**src/rtl/muxbus_seq.sv**
```systemverilog
module muxbus_seq #(
  parameter int AW = 20,
  parameter int DW = 16
) (
  input  logic          clk,
  input  logic          rst_n,
  input  logic          req_valid,
  input  logic          req_write,
  input  logic [AW-1:0] req_addr,
  input  logic [DW-1:0] req_wdata,
  input  logic          req_mem,
  input  logic          req_bhe,
  output logic          req_ready,
  output logic          done,
  output logic [DW-1:0] rdata,
  output logic [DW-1:0] bus_out,
  output logic          bus_oe,
  input  logic [DW-1:0] bus_in,
  output logic [AW-DW-1:0] addr_hi_out,
  output logic          ctl_oe,
  output logic          ale,
  output logic          rd_n,
  output logic          wr_n,
  output logic          den_n,
  output logic          dtr,
  output logic          mio,
  output logic          bhe_n,
  input  logic          ready,
  input  logic          hold,
  output logic          hlda,
  output logic [AW-1:0] lat_addr
);

  typedef enum logic [2:0] {S_IDLE, S_T1, S_T2, S_TW, S_T3, S_T4, S_HOLD} state_t;

  state_t state, state_nx;
  logic          cw, cmem, cbhe;
  logic [AW-1:0] caddr;
  logic [DW-1:0] cwdata;
  logic [DW-1:0] rdata_q;
  logic          done_q;
  logic [AW-1:0] lat_q;
  logic          strobe, active, open_slot;

  assign open_slot = (state == S_IDLE) || (state == S_T4);
  assign req_ready = open_slot && !hold;
  assign strobe    = (state == S_T2) || (state == S_TW) || (state == S_T3);
  assign active    = (state == S_T1) || strobe || (state == S_T4);

  always_comb begin
    state_nx = state;
    case (state)
      S_IDLE, S_T4: begin
        if (hold)           state_nx = S_HOLD;
        else if (req_valid) state_nx = S_T1;
        else                state_nx = S_IDLE;
      end
      S_T1:         state_nx = S_T2;
      S_T2, S_TW:   state_nx = ready ? S_T3 : S_TW;
      S_T3:         state_nx = S_T4;
      S_HOLD:       state_nx = hold ? S_HOLD : S_IDLE;
      default:      state_nx = S_IDLE;
    endcase
  end

  always_ff @(posedge clk or negedge rst_n) begin
    if (!rst_n) begin
      state   <= S_IDLE;
      cw      <= 1'b0;
      cmem    <= 1'b0;
      cbhe    <= 1'b0;
      caddr   <= '0;
      cwdata  <= '0;
      rdata_q <= '0;
      done_q  <= 1'b0;
      lat_q   <= '0;
    end else begin
      state  <= state_nx;
      done_q <= (state == S_T4);
      if (req_ready && req_valid) begin
        cw     <= req_write;
        cmem   <= req_mem;
        cbhe   <= req_bhe;
        caddr  <= req_addr;
        cwdata <= req_wdata;
      end
      if (state == S_T3 && !cw) rdata_q <= bus_in;
      if (ale) lat_q <= {addr_hi_out, bus_out};
    end
  end

  assign ale         = (state == S_T1);
  assign bus_oe      = ale || (strobe && cw);
  assign bus_out     = ale ? caddr[DW-1:0] : cwdata;
  assign addr_hi_out = caddr[AW-1:DW];
  assign rd_n        = !(strobe && !cw);
  assign wr_n        = !(strobe && cw);
  assign den_n       = !strobe;
  assign dtr         = active && cw;
  assign mio         = active && cmem;
  assign bhe_n       = !(active && cbhe);
  assign ctl_oe      = (state != S_HOLD);
  assign hlda        = (state == S_HOLD);
  assign done        = done_q;
  assign rdata       = rdata_q;
  assign lat_addr    = ale ? {addr_hi_out, bus_out} : lat_q;

endmodule

```
**config.mk**
```make
export PLATFORM = sky130hd
export DESIGN_NAME = muxbus_seq
export DESIGN_NICKNAME = d
export VERILOG_FILES = /design/src/rtl/muxbus_seq.sv
export SDC_FILE = /design/constraint.sdc
export NUM_CORES = 1
export LEC_CHECK = 0
export CORE_MARGIN = 10
export CORE_UTILIZATION = 40
export CTS_CLUSTER_DIAMETER = 100
export DETAILED_ROUTE_END_ITERATION = 12
export DONT_BUFFER_PORTS = 1
export MAX_ROUTING_LAYER = met4
export PLACE_DENSITY = 0.54
export SLEW_MARGIN = 20
export SYNTH_ARGS = -nofsm -noshare
export SYNTH_HDL_FRONTEND = slang
export SYNTH_SLANG_ARGS = --single-unit
```
**constraint.sdc**
```tcl
create_clock -name clk -period 5.2 [get_ports clk]
set_input_delay 1.04 -clock clk [delete_from_list [all_inputs] [get_ports clk]]
set_output_delay 1.04 -clock clk [all_outputs]
set_load 0.01 [all_outputs]
```
==> flow_summary.json, run 1 <==
{
  "pwr-share-clk_pct": 20.9,
  "min_period_ns": 3.924,
  "slowest_delay_ns": 0.86,
  "numCtsBuffers": 9,
  "antenna_found_initial": 0,
  "max_slew.worst_pin.slew_ns": 1.001,
  "end_kind": "primary output",
  "synth_area_um2": 3456,
  "yosysWarnings": 0,
  "arrival_ns": 2.88,
  "min_path_type": "in2async",
  "ys_ff_latch": 79,
  "postSynthCellCount": 279,
  "grt_pass1_wl_um": 11910,
  "max-slew-margin-rel_pct": 32.99,
  "crit_top_cell": "nand2_1",
  "grt_usage_pct": 12.00,
  "die_area_um2": 12760,
  "hold_viol": 0,
  "nets": 332,
  "r2r_start": "state[2]$_DFF_PN0_",
  "clock-root-buffer": "clkbuf_8",
  "hold_ws_ns": 0.3765,
  "slew_viol_final": 0,
  "drtPass1Iterations": 4,
  "ff2ff_path_depth": 4,
  "critical-path-top-delay-family": "simple AND/OR/NAND/NOR gates",
  "gp_congestion": 0.7506,
  "fmax_mhz": 254.9,
  "stdcell_area_um2": 3674,
  "postPlaceCellArea_um2": 3436,
  "crit_chain": "or3b_2 > inv_1 > nand2_1 > nand2_1",
  "placementRows": 33,
  "start_util_pct": 41.64,
  "syn_nets": 339,
  "drive_gt1_share_pct": 27.44,
  "routed.top_layer": "met4",
  "power_per_cell_area_nw_per_um2": 709.5,
  "cp_slowest_cell": "or3b_2",
  "clockBufferDepth": 2,
  "p_int_mw": 1.672,
  "vdd_drop_max_mv": 0.2833,
  "postCtsSetupRepairBufs": 0,
  "die_x_um": 113.0,
  "cts_resized": 0,
  "cts_tree": "built",
  "detailroute.wirelength.met2_um": 3324,
  "routedWlPerCell_um": 19.41,
  "period_share_pct": 75.45,
  "ioPinCount": 128,
  "worst_ep_required_time_ns": 4.16,
  "switchingPower_mw": 0.9344,
  "critPathKind": "reg2out",
  "finalSetupTns_ns": 0,
  "rrSetupSlack_ns": 2.56,
  "ys_seq_area_share_pct": 57.20,
  "cp_num_buf_inv": 1,
  "wl_met1_um": 3424,
  "maxCapViolCount": 0,
  "met3_length_um": 614,
  "setup-violations-final": 0,
  "p_leak_nw": 1.905,
  "avgViaCountPerCell": 5.097,
  "grt_start_max_net_pins": 80,
  "drt_first_iter_violations": 95,
  "grt_overflow": 0,
  "die_y_um": 113.0,
  "pwr-share-seq_pct": 44.0,
  "coreArea_um2": 8299,
  "synth_area_per_cell_um2": 12.39,
  "port_buffers": 0,
  "htreeDepth": 3,
  "place_hpwl_um": 5207,
  "startpoint_type": "flip-flop",
  "comb_power_share_pct": 35.1,
  "clock_sinks": 79,
  "vias": 1947,
  "grt_pass1_vias": 2115,
  "drtAntennaViolNets": 0,
  "postCtsHoldBufs": 0,
  "rsz0062_at_grt": "false",
  "clk_latency_ns": 0.34,
  "final_util_pct": 44.26,
  "area_growth_pct": 6.300,
  "clkTransAtPathRegs_ns": 0.09,
  "ys_types": 28,
  "r2r-end": "lat_q[2]$_DFF_PN0_",
  "diodes": 0,
  "status": "complete, no violations",
  "drc": 0,
  "drt_wl_total_um": 7413,
  "fin_skew_ns": 0.01060,
  "worstPathMaxFanout": 38,
  "p_sw_share_pct": 35.85
}
worst reg2reg max path, stage by stage (launching register included):
cell and delay, ns:
dfrtp_1 0.52, or3b_2 0.86, inv_1 0.77, nand2_1 0.18, nand2_1 0.21
cells in the mapped netlist:
cell | n | area, um^2
buf_6 | 2 | 22.52
inv_1 | 3 | 11.26
and2_1 | 2 | 12.51
nand3_1 | 1 | 5.000
a21oi_1 | 1 | 5.000
o21ai_0 | 3 | 15.01
dfrtp_1 | 79 | 1977
nor2b_1 | 1 | 6.260
buf_12 | 4 | 80.08
or2_2 | 1 | 6.260
or3b_2 | 1 | 8.760
clkbuf_1 | 8 | 30.03
and3_2 | 1 | 7.510
and2_2 | 1 | 7.510
mux2_2 | 16 | 180.2
or4b_1 | 1 | 10.01
o311ai_0 | 1 | 8.760
nor4b_2 | 1 | 15.01
nor3_1 | 2 | 10.01
o211a_1 | 1 | 10.01
xor2_1 | 1 | 8.760
buf_4 | 4 | 30.03
buf_2 | 1 | 5.000
nor3b_1 | 1 | 7.510
nand2_1 | 98 | 367.9
a21boi_0 | 1 | 7.510
mux2_4 | 39 | 585.6
nor2_1 | 4 | 15.01
stage by stage:
step	std cells	setup WS, ns	power (mW)
after floorplan	279	2.631	1.955
after global placement	366	1.645	2.085
after detailed placement	366	1.614	2.095
after CTS	382	1.199	2.651
after global routing	382	1.011	2.800
final	382	1.276	2.606
power groups by stage:
| stage | registers [mW] | logic, mW | clock network (mW) |
|---|---|---|---|
| CTS | 1.15 | 0.936 | 0.561 |
| global route | 1.19 | 1.02 | 0.583 |
| detailed placement | 1.16 | 0.932 | 0 |
| floorplan | 1.07 | 0.883 | 0 |
| global placement | 1.16 | 0.924 | 0 |
| finish | 1.15 | 0.915 | 0.544 |
layout by cell type, fill, tap and decap left out, types with 2 or more instances in the layout:
master	instances
nor3_1	2
bufinv_16	3
mux2_4	39
clkbuf_1	2
inv_1	3
clkbuf_8	9
and2_1	2
o21ai_0	3
dfrtp_1	79
nor2_1	4
nand2_1	98
mux2_2	16
per-layer routing:
| layer | vias to the layer above | GRT usage, % |
|---|---|---|
| li1 | 893 | - |
| met1 | 964 | 14.91 |
| met2 | 83 | 17.93 |
| met3 | 7 | 4.649 |
| met4 | 0 | 3.046 |
| met5 | - | - |
final cells by class:
class                   count  area (um^2)
well taps                 105        131.4
fillers                   773         4626
repair buffers              1        7.507
inverters                   3        11.26
clock buffers              11        131.4
flip-flops and latches     79         1977
multi-input cells         178         1309
clock inverters             5        106.4
worst max-delay path by stage:
stage | start | cells after the start | to
CTS | state[2]$_DFF_PN0_ | 4 | lat_addr[2]
detailed placement | state[2]$_DFF_PN0_ | 4 | lat_addr[2]
floorplan | state[0]$_DFF_PN0_ | 6 | lat_addr[11]
global placement | state[2]$_DFF_PN0_ | 4 | lat_addr[2]
global route | state[2]$_DFF_PN0_ | 4 | lat_addr[2]
finish | state[2]$_DFF_PN0_ | 4 | lat_addr[2]
state kept, by name (all words and copies together), names as in the netlist:
register and count:
caddr 20, cbhe 1, cmem 1, cw 1, cwdata 16, done 1, lat_q 20, rdata 16
state 3
cells by family (layout without fill, tap and decap cells):
family,Yosys count,in the layout,synth area share [%]
and+or+nand+nor,115,115,13.87
DFF,79,79,57.21
muxes,55,55,22.16
buffers and inverters,22,20,5.177
AOI/OAI and AO/OA,7,7,1.339
xor gates and xnor gates,1,1,0.2535
Power figures use the tool's default switching activity.
==> run 2: changes to the inputs <==
==> constraint.sdc (replaced) <==
create_clock -name clk -period 3.9 [get_ports clk]
set_input_delay 0.78 -clock clk [delete_from_list [all_inputs] [get_ports clk]]
set_output_delay 0.78 -clock clk [all_outputs]
set_load 0.01 [all_outputs]
==> flow_summary.json, run 2 (synthesis gave the netlist of run 1 again) <==
{
  "status": "complete, no violations",
  "drt_first_iter_violations": 94,
  "drt_wl_total_um": 7704,
  "die_x_um": 113.0,
  "startpoint_type": "flip-flop",
  "met3_length_um": 708,
  "power_per_cell_area_nw_per_um2": 924.4,
  "cts_tree": "built",
  "maxCapViolCount": 0,
  "numCtsBuffers": 9,
  "final_util_pct": 44.20,
  "antenna_found_initial": 0,
  "postCtsSetupRepairBufs": 0,
  "start_util_pct": 41.64,
  "grt_start_max_net_pins": 80,
  "final_common_cell": "nand2_1",
  "rsz0062_at_grt": "false",
  "drc": 0,
  "setup_ws_ns": 0.7176,
  "max-slew-margin-rel_pct": 43.23,
  "place_hpwl_um": 5416,
  "vdd_drop_max_mv": 0.3444,
  "cts_resized": 0,
  "period_share_pct": 81.60,
  "min_path_type": "in2async",
  "postCtsHoldBufs": 0,
  "setup-violations-final": 0,
  "fillCellCount": 775,
  "clkTransAtPathRegs_ns": 0.09,
  "drtAntennaViolNets": 0,
  "clock-root-buffer": "clkbuf_8",
  "vias": 1953,
  "hold_viol": 0,
  "routed.top_layer": "met4",
  "worstPathMaxFanout": 21,
  "avgViaCountPerCell": 5.073,
  "stdcell_area_um2": 3669,
  "drtPass1Iterations": 4,
  "nets": 335,
  "grt_usage_pct": 12.55,
  "fin_skew_ns": 0.01543,
  "r2r_start": "state[2]$_DFF_PN0_",
  "crit_start": "state[2]$_DFF_PN0_",
  "clockBufferDepth": 2,
  "area_growth_pct": 6.155,
  "clock_sinks": 79,
  "pre_cts_ws_ns": 1.045,
  "critPathKind": "reg2out",
  "diodes": 0,
  "p_leak_nw": 1.909,
  "finalSetupTns_ns": 0,
  "die_area_um2": 12760,
  "min_period_ns": 3.182,
  "ioPinCount": 128,
  "die_y_um": 113.0,
  "worst_ep_required_time_ns": 3.12,
  "port_buffers": 0,
  "grt_pass1_wl_um": 12540,
  "routedWlPerCell_um": 20.01,
  "drive_gt1_share_pct": 28.93,
  "htreeDepth": 3,
  "multiInputGateArea_um2": 1309,
  "gp_congestion": 0.7671,
  "seqCellArea_um2": 1977,
  "end_kind": "primary output",
  "arrival_ns": 2.40,
  "detailroute.wirelength.met2_um": 3557,
  "coreArea_um2": 8299,
  "slew_viol_final": 0,
  "wl_met1_um": 3334,
  "mostFrequentLayoutCells": "nand2_1, dfrtp_1, mux2_4",
  "max_slew.worst_pin.slew_ns": 0.8507,
  "placementRows": 33,
  "top_regs": "caddr x20, lat_q x20",
  "grt_overflow": 0,
  "clk_latency_ns": 0.35,
  "postPlaceCellArea_um2": 3451,
  "fmax_mhz": 314.2,
  "grt_pass1_vias": 2181
}
## run 2: changes by cell type in the layout (fill, tap and decap cells not counted)
cell       delta
clkbuf_1      -2
clkinv_4      +1
clkbuf_8      +1
bufinv_16     -2
clkinv_2      +1
buf_4         +2
buf_6         +1
inv_6         +1
## run 2: cell type report
cell class	count	area share (%)
well taps	105	3.581
multi-input cells	178	35.68
clock inverters	6	1.876
flip-flops and latches	79	53.89
clock buffers	10	3.752
repair buffers	4	0.9209
inverters	3	0.3070
## run 2: final timing paths
check | to | slack [ns] | cells after the start
worst max-delay path | lat_addr[5] | 0.72 | 4
worst min-delay path | lat_q[7]$_DFF_PN0_ | 0.11 | 0
worst max register to register | cwdata[15]$_DFFE_PN0P_ | 1.26 | 4
worst min register to register | caddr[9]$_DFFE_PN0P_ | 0.51 | 1
max in group asynchronous | caddr[15]$_DFFE_PN0P_ | 3.66 | 0
min in group clk | caddr[9]$_DFFE_PN0P_ | 0.51 | 1
## run 2: stage by stage
| step | instances | power [mW] | hold slack (ns) |
|---|---|---|---|
| 5_1_grt | 385 | 3.663 | 0.08174 |
| 2_1_floorplan | 279 | 2.607 | 0.4729 |
| 6_report | 385 | 3.391 | 0.1119 |
| 3_5_place_dp | 368 | 2.811 | 0.4879 |
| 4_1_cts | 384 | 3.454 | 0.08835 |
| 3_3_place_gp | 368 | 2.788 | 0.4873 |
## run 2: routing by layer
layer	GRT usage, %	up-vias
met5	-	-
met1	15.09	963
met2	18.82	82
li1	-	899
met4	4.569	0
met3	4.702	9
## run 2: where the power goes
group	switching [mW]	internal (mW)
sequential	0.320	1.22
clock	0.305	0.317
combinational	0.634	0.596
## run 2: worst max-delay path, stage by stage (launching register included)
cell and delay [ns]:
dfrtp_1 0.52, or3b_2 0.53, inv_1 0.64, nand2_1 0.19, nand2_1 0.18
